==> src/rtl/tx_sched_pkg.sv <==
// Shared types of the transmit scheduler.
package tx_sched_pkg;
    typedef enum logic {
        ST_IDLE = 1'b0,
        ST_BUSY = 1'b1
    } sched_st_t;
endpackage

==> src/rtl/tx_sched_pick.sv <==
// Combinational priority selector.
// Picks the eligible buffer with the largest priority value; ties go to the
// higher index. Assumes prio_cfg packs buffer i at bits [i*PW +: PW].
// clk/rst_n are used only by the assertions.
module tx_sched_pick #(
    parameter int NBUF  = 3,
    parameter int PW    = 2,
    parameter int IW    = 2
) (
    input  logic               clk,
    input  logic               rst_n,
    input  logic [NBUF-1:0]    elig,
    input  logic [NBUF*PW-1:0] prio_cfg,
    output logic               any,
    output logic [IW-1:0]      win
);
    logic [NBUF-1:0] grant;
    logic [PW-1:0]   best;

    // Linear scan: later (higher) index replaces on ">=" so ties go high.
    always_comb begin
        any  = 1'b0;
        best = '0;
        win  = '0;
        for (int i = 0; i < NBUF; i++) begin
            if (elig[i] && (!any || prio_cfg[i*PW +: PW] >= best)) begin
                any  = 1'b1;
                best = prio_cfg[i*PW +: PW];
                win  = IW'(i);
            end
        end
    end

    // One-hot view of the winner, used by the checks below.
    always_comb begin
        grant = '0;
        if (any) grant[win] = 1'b1;
    end

    AST_GRANT_ONEHOT: assert property (@(posedge clk) disable iff (!rst_n)
        $onehot0(grant) && (any == (elig != '0))) else $error("grant not one-hot");

    for (genvar i = 0; i < NBUF; i++) begin : g_w
        for (genvar j = 0; j < NBUF; j++) begin : g_l
            if (i > j) begin : g_hi
                AST_TIE_HIGH: assert property (@(posedge clk) disable iff (!rst_n)
                    (grant[i] && elig[j]) |-> (prio_cfg[i*PW +: PW] >= prio_cfg[j*PW +: PW]))
                    else $error("tie rule broken");
            end else if (i < j) begin : g_lo
                AST_PRIO_MAX: assert property (@(posedge clk) disable iff (!rst_n)
                    (grant[i] && elig[j]) |-> (prio_cfg[i*PW +: PW] > prio_cfg[j*PW +: PW]))
                    else $error("priority rule broken");
            end
        end
    end
endmodule

==> src/rtl/tx_sched_slot.sv <==
// State of one transmit buffer: request bit, cancel mark and four flags.
// Assumes the outcome inputs are already gated to this buffer and to the
// busy engine. Clears of the request win over a new request in one cycle.
module tx_sched_slot (
    input  logic clk,
    input  logic rst_n,
    input  logic set_req,
    input  logic kill,
    input  logic in_flight,
    input  logic ev_ok,
    input  logic ev_lost,
    input  logic ev_err,
    input  logic one_shot,
    input  logic clr_flags,
    output logic pend,
    output logic f_done,
    output logic f_lost,
    output logic f_err,
    output logic f_abt
);
    logic mark_q;
    logic ev_fail, ev_any, cancelling, drop_fail, drop_idle;

    always_comb begin
        ev_fail    = (ev_lost | ev_err) & ~ev_ok;
        ev_any     = ev_ok | ev_lost | ev_err;
        cancelling = mark_q | kill;
        drop_fail  = ev_fail & (one_shot | cancelling);
        drop_idle  = kill & ~in_flight & pend;
    end

    // Remember a cancel issued while the engine holds this buffer.
    always_ff @(posedge clk) begin
        if (!rst_n)                  mark_q <= 1'b0;
        else if (!in_flight || ev_any) mark_q <= 1'b0;
        else if (kill)               mark_q <= 1'b1;
    end

    // Request bit: success or dropping clears, otherwise a request sets.
    always_ff @(posedge clk) begin
        if (!rst_n)                          pend <= 1'b0;
        else if (ev_ok || drop_fail)         pend <= 1'b0;
        else if (kill && !in_flight)         pend <= 1'b0;
        else if (set_req)                    pend <= 1'b1;
    end

    // Sticky flags: a set in the same cycle wins over the clear.
    always_ff @(posedge clk) begin
        if (!rst_n) begin
            f_done <= 1'b0;
            f_lost <= 1'b0;
            f_err  <= 1'b0;
            f_abt  <= 1'b0;
        end else begin
            f_done <= (f_done & ~clr_flags) | ev_ok;
            f_lost <= (f_lost & ~clr_flags) | (ev_lost & ~ev_ok);
            f_err  <= (f_err  & ~clr_flags) | (ev_err  & ~ev_ok);
            f_abt  <= (f_abt  & ~clr_flags) | drop_fail | drop_idle;
        end
    end

    AST_OK_RETIRES: assert property (@(posedge clk) disable iff (!rst_n)
        ev_ok |=> (!pend && f_done)) else $error("success not retired");
    AST_ONESHOT_DROP: assert property (@(posedge clk) disable iff (!rst_n)
        (ev_fail && one_shot) |=> (!pend && f_abt)) else $error("one-shot kept");
    AST_RETRY_KEEP: assert property (@(posedge clk) disable iff (!rst_n)
        (ev_fail && !one_shot && !mark_q && !kill) |=> pend) else $error("retry lost");
    AST_CANCEL_IDLE: assert property (@(posedge clk) disable iff (!rst_n)
        (kill && !in_flight && pend) |=> (!pend && f_abt)) else $error("cancel missed");
    AST_CANCEL_EMPTY: assert property (@(posedge clk) disable iff (!rst_n)
        (kill && !pend && !in_flight && !f_abt) |=> !f_abt) else $error("spurious abort");
endmodule

==> src/rtl/tx_sched_top.sv <==
// Transmit buffer scheduler top.
// Two-state engine handshake: in IDLE the selector picks a winner among
// pending, non-cancelled buffers and a one-cycle start is issued; in BUSY
// the block waits for one engine outcome, then returns to IDLE for one
// cycle before the next pick. Outcomes while IDLE are ignored.
module tx_sched_top #(
    parameter int NBUF   = 3,
    parameter int PRIO_W = 2,
    localparam int IDX_W = (NBUF > 1) ? $clog2(NBUF) : 1
) (
    input  logic                   clk,
    input  logic                   rst_n,
    input  logic [NBUF-1:0]        req_set,
    input  logic [NBUF-1:0]        abort_req,
    input  logic                   abort_all,
    input  logic                   one_shot,
    input  logic [NBUF*PRIO_W-1:0] prio_cfg,
    input  logic [NBUF-1:0]        int_en,
    input  logic [NBUF-1:0]        flag_clr,
    input  logic                   eng_ok,
    input  logic                   eng_lost,
    input  logic                   eng_err,
    output logic                   eng_start,
    output logic [IDX_W-1:0]       eng_buf,
    output logic [NBUF-1:0]        pend,
    output logic [NBUF-1:0]        done_flag,
    output logic [NBUF-1:0]        lost_flag,
    output logic [NBUF-1:0]        err_flag,
    output logic [NBUF-1:0]        abt_flag,
    output logic                   irq
);
    import tx_sched_pkg::*;

    sched_st_t         st_q;
    logic [IDX_W-1:0]  act_q;
    logic              start_q;
    logic              busy, ev_any, any_elig;
    logic [NBUF-1:0]   kill_v, elig;
    logic [IDX_W-1:0]  win;

    // Cancel vector and the set of buffers the selector may consider.
    always_comb begin
        kill_v = abort_req | {NBUF{abort_all}};
        elig   = pend & ~kill_v;
        busy   = (st_q == ST_BUSY);
        ev_any = busy & (eng_ok | eng_lost | eng_err);
    end

    tx_sched_pick #(.NBUF(NBUF), .PW(PRIO_W), .IW(IDX_W)) u_pick (
        .clk      (clk),
        .rst_n    (rst_n),
        .elig     (elig),
        .prio_cfg (prio_cfg),
        .any      (any_elig),
        .win      (win)
    );

    // Engine handshake: start on a winner when idle, release on an outcome.
    always_ff @(posedge clk) begin
        if (!rst_n) begin
            st_q    <= ST_IDLE;
            act_q   <= '0;
            start_q <= 1'b0;
        end else begin
            start_q <= 1'b0;
            if (!busy) begin
                if (any_elig) begin
                    st_q    <= ST_BUSY;
                    act_q   <= win;
                    start_q <= 1'b1;
                end
            end else if (ev_any) begin
                st_q <= ST_IDLE;
            end
        end
    end

    assign eng_start = start_q;
    assign eng_buf   = act_q;

    for (genvar i = 0; i < NBUF; i++) begin : g_slot
        logic sel;
        assign sel = busy && (act_q == IDX_W'(i));

        tx_sched_slot u_slot (
            .clk       (clk),
            .rst_n     (rst_n),
            .set_req   (req_set[i]),
            .kill      (kill_v[i]),
            .in_flight (sel),
            .ev_ok     (sel & eng_ok),
            .ev_lost   (sel & eng_lost),
            .ev_err    (sel & eng_err),
            .one_shot  (one_shot),
            .clr_flags (flag_clr[i]),
            .pend      (pend[i]),
            .f_done    (done_flag[i]),
            .f_lost    (lost_flag[i]),
            .f_err     (err_flag[i]),
            .f_abt     (abt_flag[i])
        );
    end

    // Interrupt: any enabled buffer whose sent flag is up.
    assign irq = |(done_flag & int_en);

    AST_START_PULSE: assert property (@(posedge clk) disable iff (!rst_n)
        eng_start |=> !eng_start) else $error("start longer than one cycle");
    AST_START_PENDING: assert property (@(posedge clk) disable iff (!rst_n)
        eng_start |-> pend[eng_buf]) else $error("start of empty buffer");
    AST_BUF_HOLD: assert property (@(posedge clk) disable iff (!rst_n)
        (busy && !eng_start) |-> $stable(eng_buf)) else $error("pre-empted");
    AST_IDLE_IGNORE: assert property (@(posedge clk) disable iff (!rst_n)
        (!busy && (flag_clr == '0)) |=> ((done_flag == $past(done_flag)) &&
        (lost_flag == $past(lost_flag)) && (err_flag == $past(err_flag))))
        else $error("outcome taken while idle");
endmodule

==> config.mk <==
export PLATFORM = sky130hd
export DESIGN_NAME = tx_sched_top
export DESIGN_NICKNAME = d
export VERILOG_FILES = /design/src/rtl/tx_sched_pkg.sv /design/src/rtl/tx_sched_pick.sv /design/src/rtl/tx_sched_slot.sv /design/src/rtl/tx_sched_top.sv
export SDC_FILE = /design/constraint.sdc
export NUM_CORES = 1
export LEC_CHECK = 0
export BUFFER_PORTS_ARGS = -buffer_cell sky130_fd_sc_hd__buf_2
export CAP_MARGIN = 20
export CORE_UTILIZATION = 27
export CTS_BUF_LIST = sky130_fd_sc_hd__clkbuf_16
export DETAILED_ROUTE_END_ITERATION = 8
export SETUP_SLACK_MARGIN = 0.4
export SYNTH_ARGS = -nofsm -noshare
export SYNTH_HDL_FRONTEND = slang
export SYNTH_SLANG_ARGS = --single-unit
==> constraint.sdc <==
create_clock -name clk -period 6.3 [get_ports clk]
set_input_delay 0.63 -clock clk [delete_from_list [all_inputs] [get_ports clk]]
set_output_delay 0.63 -clock clk [all_outputs]
set_load 0.02 [all_outputs]
==> flow_summary_export.csv <==
group,metric,value,unit
run_status,outcome,"complete, no violations",
clock_tree,cts_buffer_depth,2,
finish,antenna_cells,0,
finish,drive_gt1_share,28.9,%
logic_synthesis,ys.flop_type,"dfxtp_1",
detailed_routing,routed_wl,3.09,mm
global_routing,grt_antenna_before_repair,0,
critical_path,crit_path_end_kind,"flip-flop",
clock_tree,cts_resized,0,
logic_synthesis,async_reset_ff_share,0,%
min_path,hold_class,"reg2reg",
clock_tree,cts-root-buf,"clkbuf_16",
finish,final_area,0.00143,mm2
sta,tightestPinTransition,515,ps
logic_synthesis,synthSimpleGateAreaFrac,27.0,%
pwr,p_per_area,214,mW/mm2
clock_tree,htree_levels,1,
sta,hold_slack,479,ps
critical_path,arrival,3490,ps
placed_design,dpl.hpwl,2.39,mm
critical_path,required,6450,ps
sta,slew_violations,0,
logic_synthesis,postSynthAreaPerCell,8.31,um2
sta,hold_viol_final,0,
sta,rsz0062_at_grt,"false",
sta,skew,1.07,ps
sta,setup_ws,2960,ps
critical_path,path_class,"in2reg",
pwr,power.leakage,0.645,nW
logic_synthesis,synth_compound_area_share,15.9,%
job,cap_violations,0,
logic_synthesis,synth_top_family_by_area,"simple AND/OR/NAND/NOR gates",
floorplanning,die_y,68.8,um
detailed_routing,drc,0,
logic_synthesis,yosysWarnings,0,
sta,fmax,299,MHz
logic_synthesis,ys_seq_area_share,36.6,%
logic_synthesis,synth_nets,174,
floorplanning,io_pins,44,
clock_tree,clk_latency,250,ps
clock_tree,cts.sinks,22,
clock_tree,cts_buffers,3,
sta,relSlewSlack,65.5,%
clock_tree,cts_tree,"done",
sta,setup_viol,0,
logic_synthesis,syn_inst,145,
logic_synthesis,yosysTopAreaCellShare,36.6,%
global_routing,grt_pass1_wl,4.89,mm
clock_tree,post_cts.repair.setup_buffers,0,
pwr,total_power,306,uW
logic_synthesis,yosys.area.top_type,"dfxtp_1",
detailed_routing,via_per_inst,4.98,
floorplanning,rows,23,
floorplanning,coreArea,0.00414,mm2
logic_synthesis,synth_edf_count,0,
clock_tree,path_clk_slew,60,ps
global_routing,grt_pass1_vias,1043,
pwr,ir_worst_vdd,0.110,mV
finish,syn_to_final_growth,18.5,%
critical_path,crit_path_max_fanout,14,
sta,fin_crit_sh,53.0,%
sta,fin_setup_tns,0,ps
detailed_routing,ant_nets,0,
critical_path,crit_path_start_kind,"primary input",
placed_design,place.gp.congestion,0.779,
placed_design,dp_slack,2700,ps
global_routing,grt_max_degree,15,
detailed_routing,wl_per_cell,13.8,um
detailed_routing,drt_iter0_drc,64,
detailed_routing,vias,1110,
logic_synthesis,synthTopCellsByArea,"dfxtp_1 (37%), buf_4 (10%), nor2_1 (5.6%)",
detailed_routing,drt_pass1_iterations,5,
placed_design,port-buffer-count,43,
sta,min_period,3340,ps
placed_design,place_area,0.00135,mm2
floorplanning,start_util,29.1,%
floorplanning,die_w,68.8,um
clock_tree,hold_buffers,0,
logic_synthesis,ys_seq_elements,22,
global_routing,grt_use_total,14.4,%
logic_synthesis,yosys.cell_types.count,36,
finish,final_nets,203,
global_routing,overflow,0,
logic_synthesis,yosys.area_share.xor_xnor,0,%
logic_synthesis,netlist_area,0.00120,mm2
floorplanning,die_area,0.00473,mm2
logic_synthesis,synth-adder-area-share,4.15,%
logic_synthesis,synthMuxAreaShare,1.87,%
## area by class of cell
cell class | instances | area (um2)
Clock buffer | 3 | 75.1
Tap cell | 50 | 62.6
Multi-Input combinational cell | 93 | 589
Fill cell | 470 | 2720
Inverter | 11 | 41.3
Timing Repair Buffer | 43 | 215
Clock inverter | 1 | 3.75
Sequential cell | 22 | 440
## stage by stage
| stage | utilization [%] | std cells |
|---|---|---|
| 6_report | 34.5 | 223 |
| 5_1_grt | 34.5 | 223 |
| 4_1_cts | 34.5 | 223 |
| 3_5_place_dp | 32.5 | 219 |
| 3_3_place_gp | 32.5 | 219 |
| 2_1_floorplan | - | 145 |
## flip-flops by register name (all words and copies together) (netlist names)
| register | count |
|---|---|
| g_slot.u_slot.f_done | 3 |
| eng_buf | 2 |
| g_slot.u_slot.f_lost | 3 |
| busy | 1 |
| g_slot.u_slot.mark_q | 3 |
| g_slot.u_slot.pend | 3 |
| eng_start | 1 |
| g_slot.u_slot.f_err | 3 |
| g_slot.u_slot.f_abt | 3 |
## metal layers
layer	GRT usage, %	vias to the layer above	wire length, um	part of all wire, %
li1	-	554	-	-
met1	18.4	520	1430	46
met2	23.4	34	1430	46
met3	4.93	2	223	7.2
met4	2.55	0	6	0.19
met5	0	-	0	0
## cells in the mapped netlist, types with 2 or more instances
master and count:
nand4b_1 2, or4_1 3, nor3b_1 2, ha_1 4, nor2_1 18, o21ai_0 4, buf_4 16, o21a_1 2
inv_1 11, o2bb2ai_1 2, nor4_1 4, buf_2 2, o2111ai_1 2, dfxtp_1 22, nand2_1 4, nand3b_1 2
a21oi_1 9, nand2b_1 8, mux2_1 2, nor3_1 10
## cell usage in the layout, fill, tap and decap left out, drive strengths merged
cell     count
buf         43
dfxtp       22
nor2        18
inv         11
nor3        10
a21oi       10
nand2b       8
nor4         4
nand2        4
o21ai        4
ha           4
or4          3
clkbuf       3
mux2         2
nand4b       2
nand3b       2
o2111ai      2
o2bb2ai      2
o21a         2
nor3b        2
nand3        1
or4b         1
and3         1
a222oi       1
o21bai       1
or2b         1
a221oi       1
a311oi       1
a31o         1
and2         1
a21o         1
o32ai        1
or3b         1
a211oi       1
clkinv       1
## cells by family after synthesis
| kind of cell | Yosys count |
|---|---|
| simple gates | 59 |
| fa+ha+maj | 4 |
| flops | 22 |
| buf+inv | 30 |
| compound gates | 28 |
| mux | 2 |
## power breakdown
| group | internal, mW | leakage, nW | switching (mW) |
|---|---|---|---|
| combinational | 0.0118 | 0.428 | 0.0173 |
| sequential | 0.141 | 0.178 | 0.00164 |
| clock | 0.0847 | 0.0385 | 0.0501 |
| total | 0.237 | 0.645 | 0.0690 |
## final timing paths
path	start	to	slack (ps)	depth (start not counted)
max reg2reg	g_slot[0].u_slot.pend$_SDFFE_PP0P_	eng_buf[0]$_SDFFE_PN0P_	3320	11
max	abort_all	eng_buf[0]$_SDFFE_PN0P_	2960	13
min reg2reg	g_slot[1].u_slot.f_done$_SDFF_PN0_	g_slot[1].u_slot.f_done$_SDFF_PN0_	480	2
min	g_slot[1].u_slot.f_done$_SDFF_PN0_	g_slot[1].u_slot.f_done$_SDFF_PN0_	480	2
## critical path, stage by stage
cell and delay, ps:
buf_2 180, nor2_1 200, nand3_1 130, ha_1 190, or4b_4 530, a21oi_2 140, nor4_1 80, mux2_1 330
ha_1 270, nand2b_1 90, a221oi_1 60, or4_1 440, a31o_2 220
(Power assumes the default switching activity.)
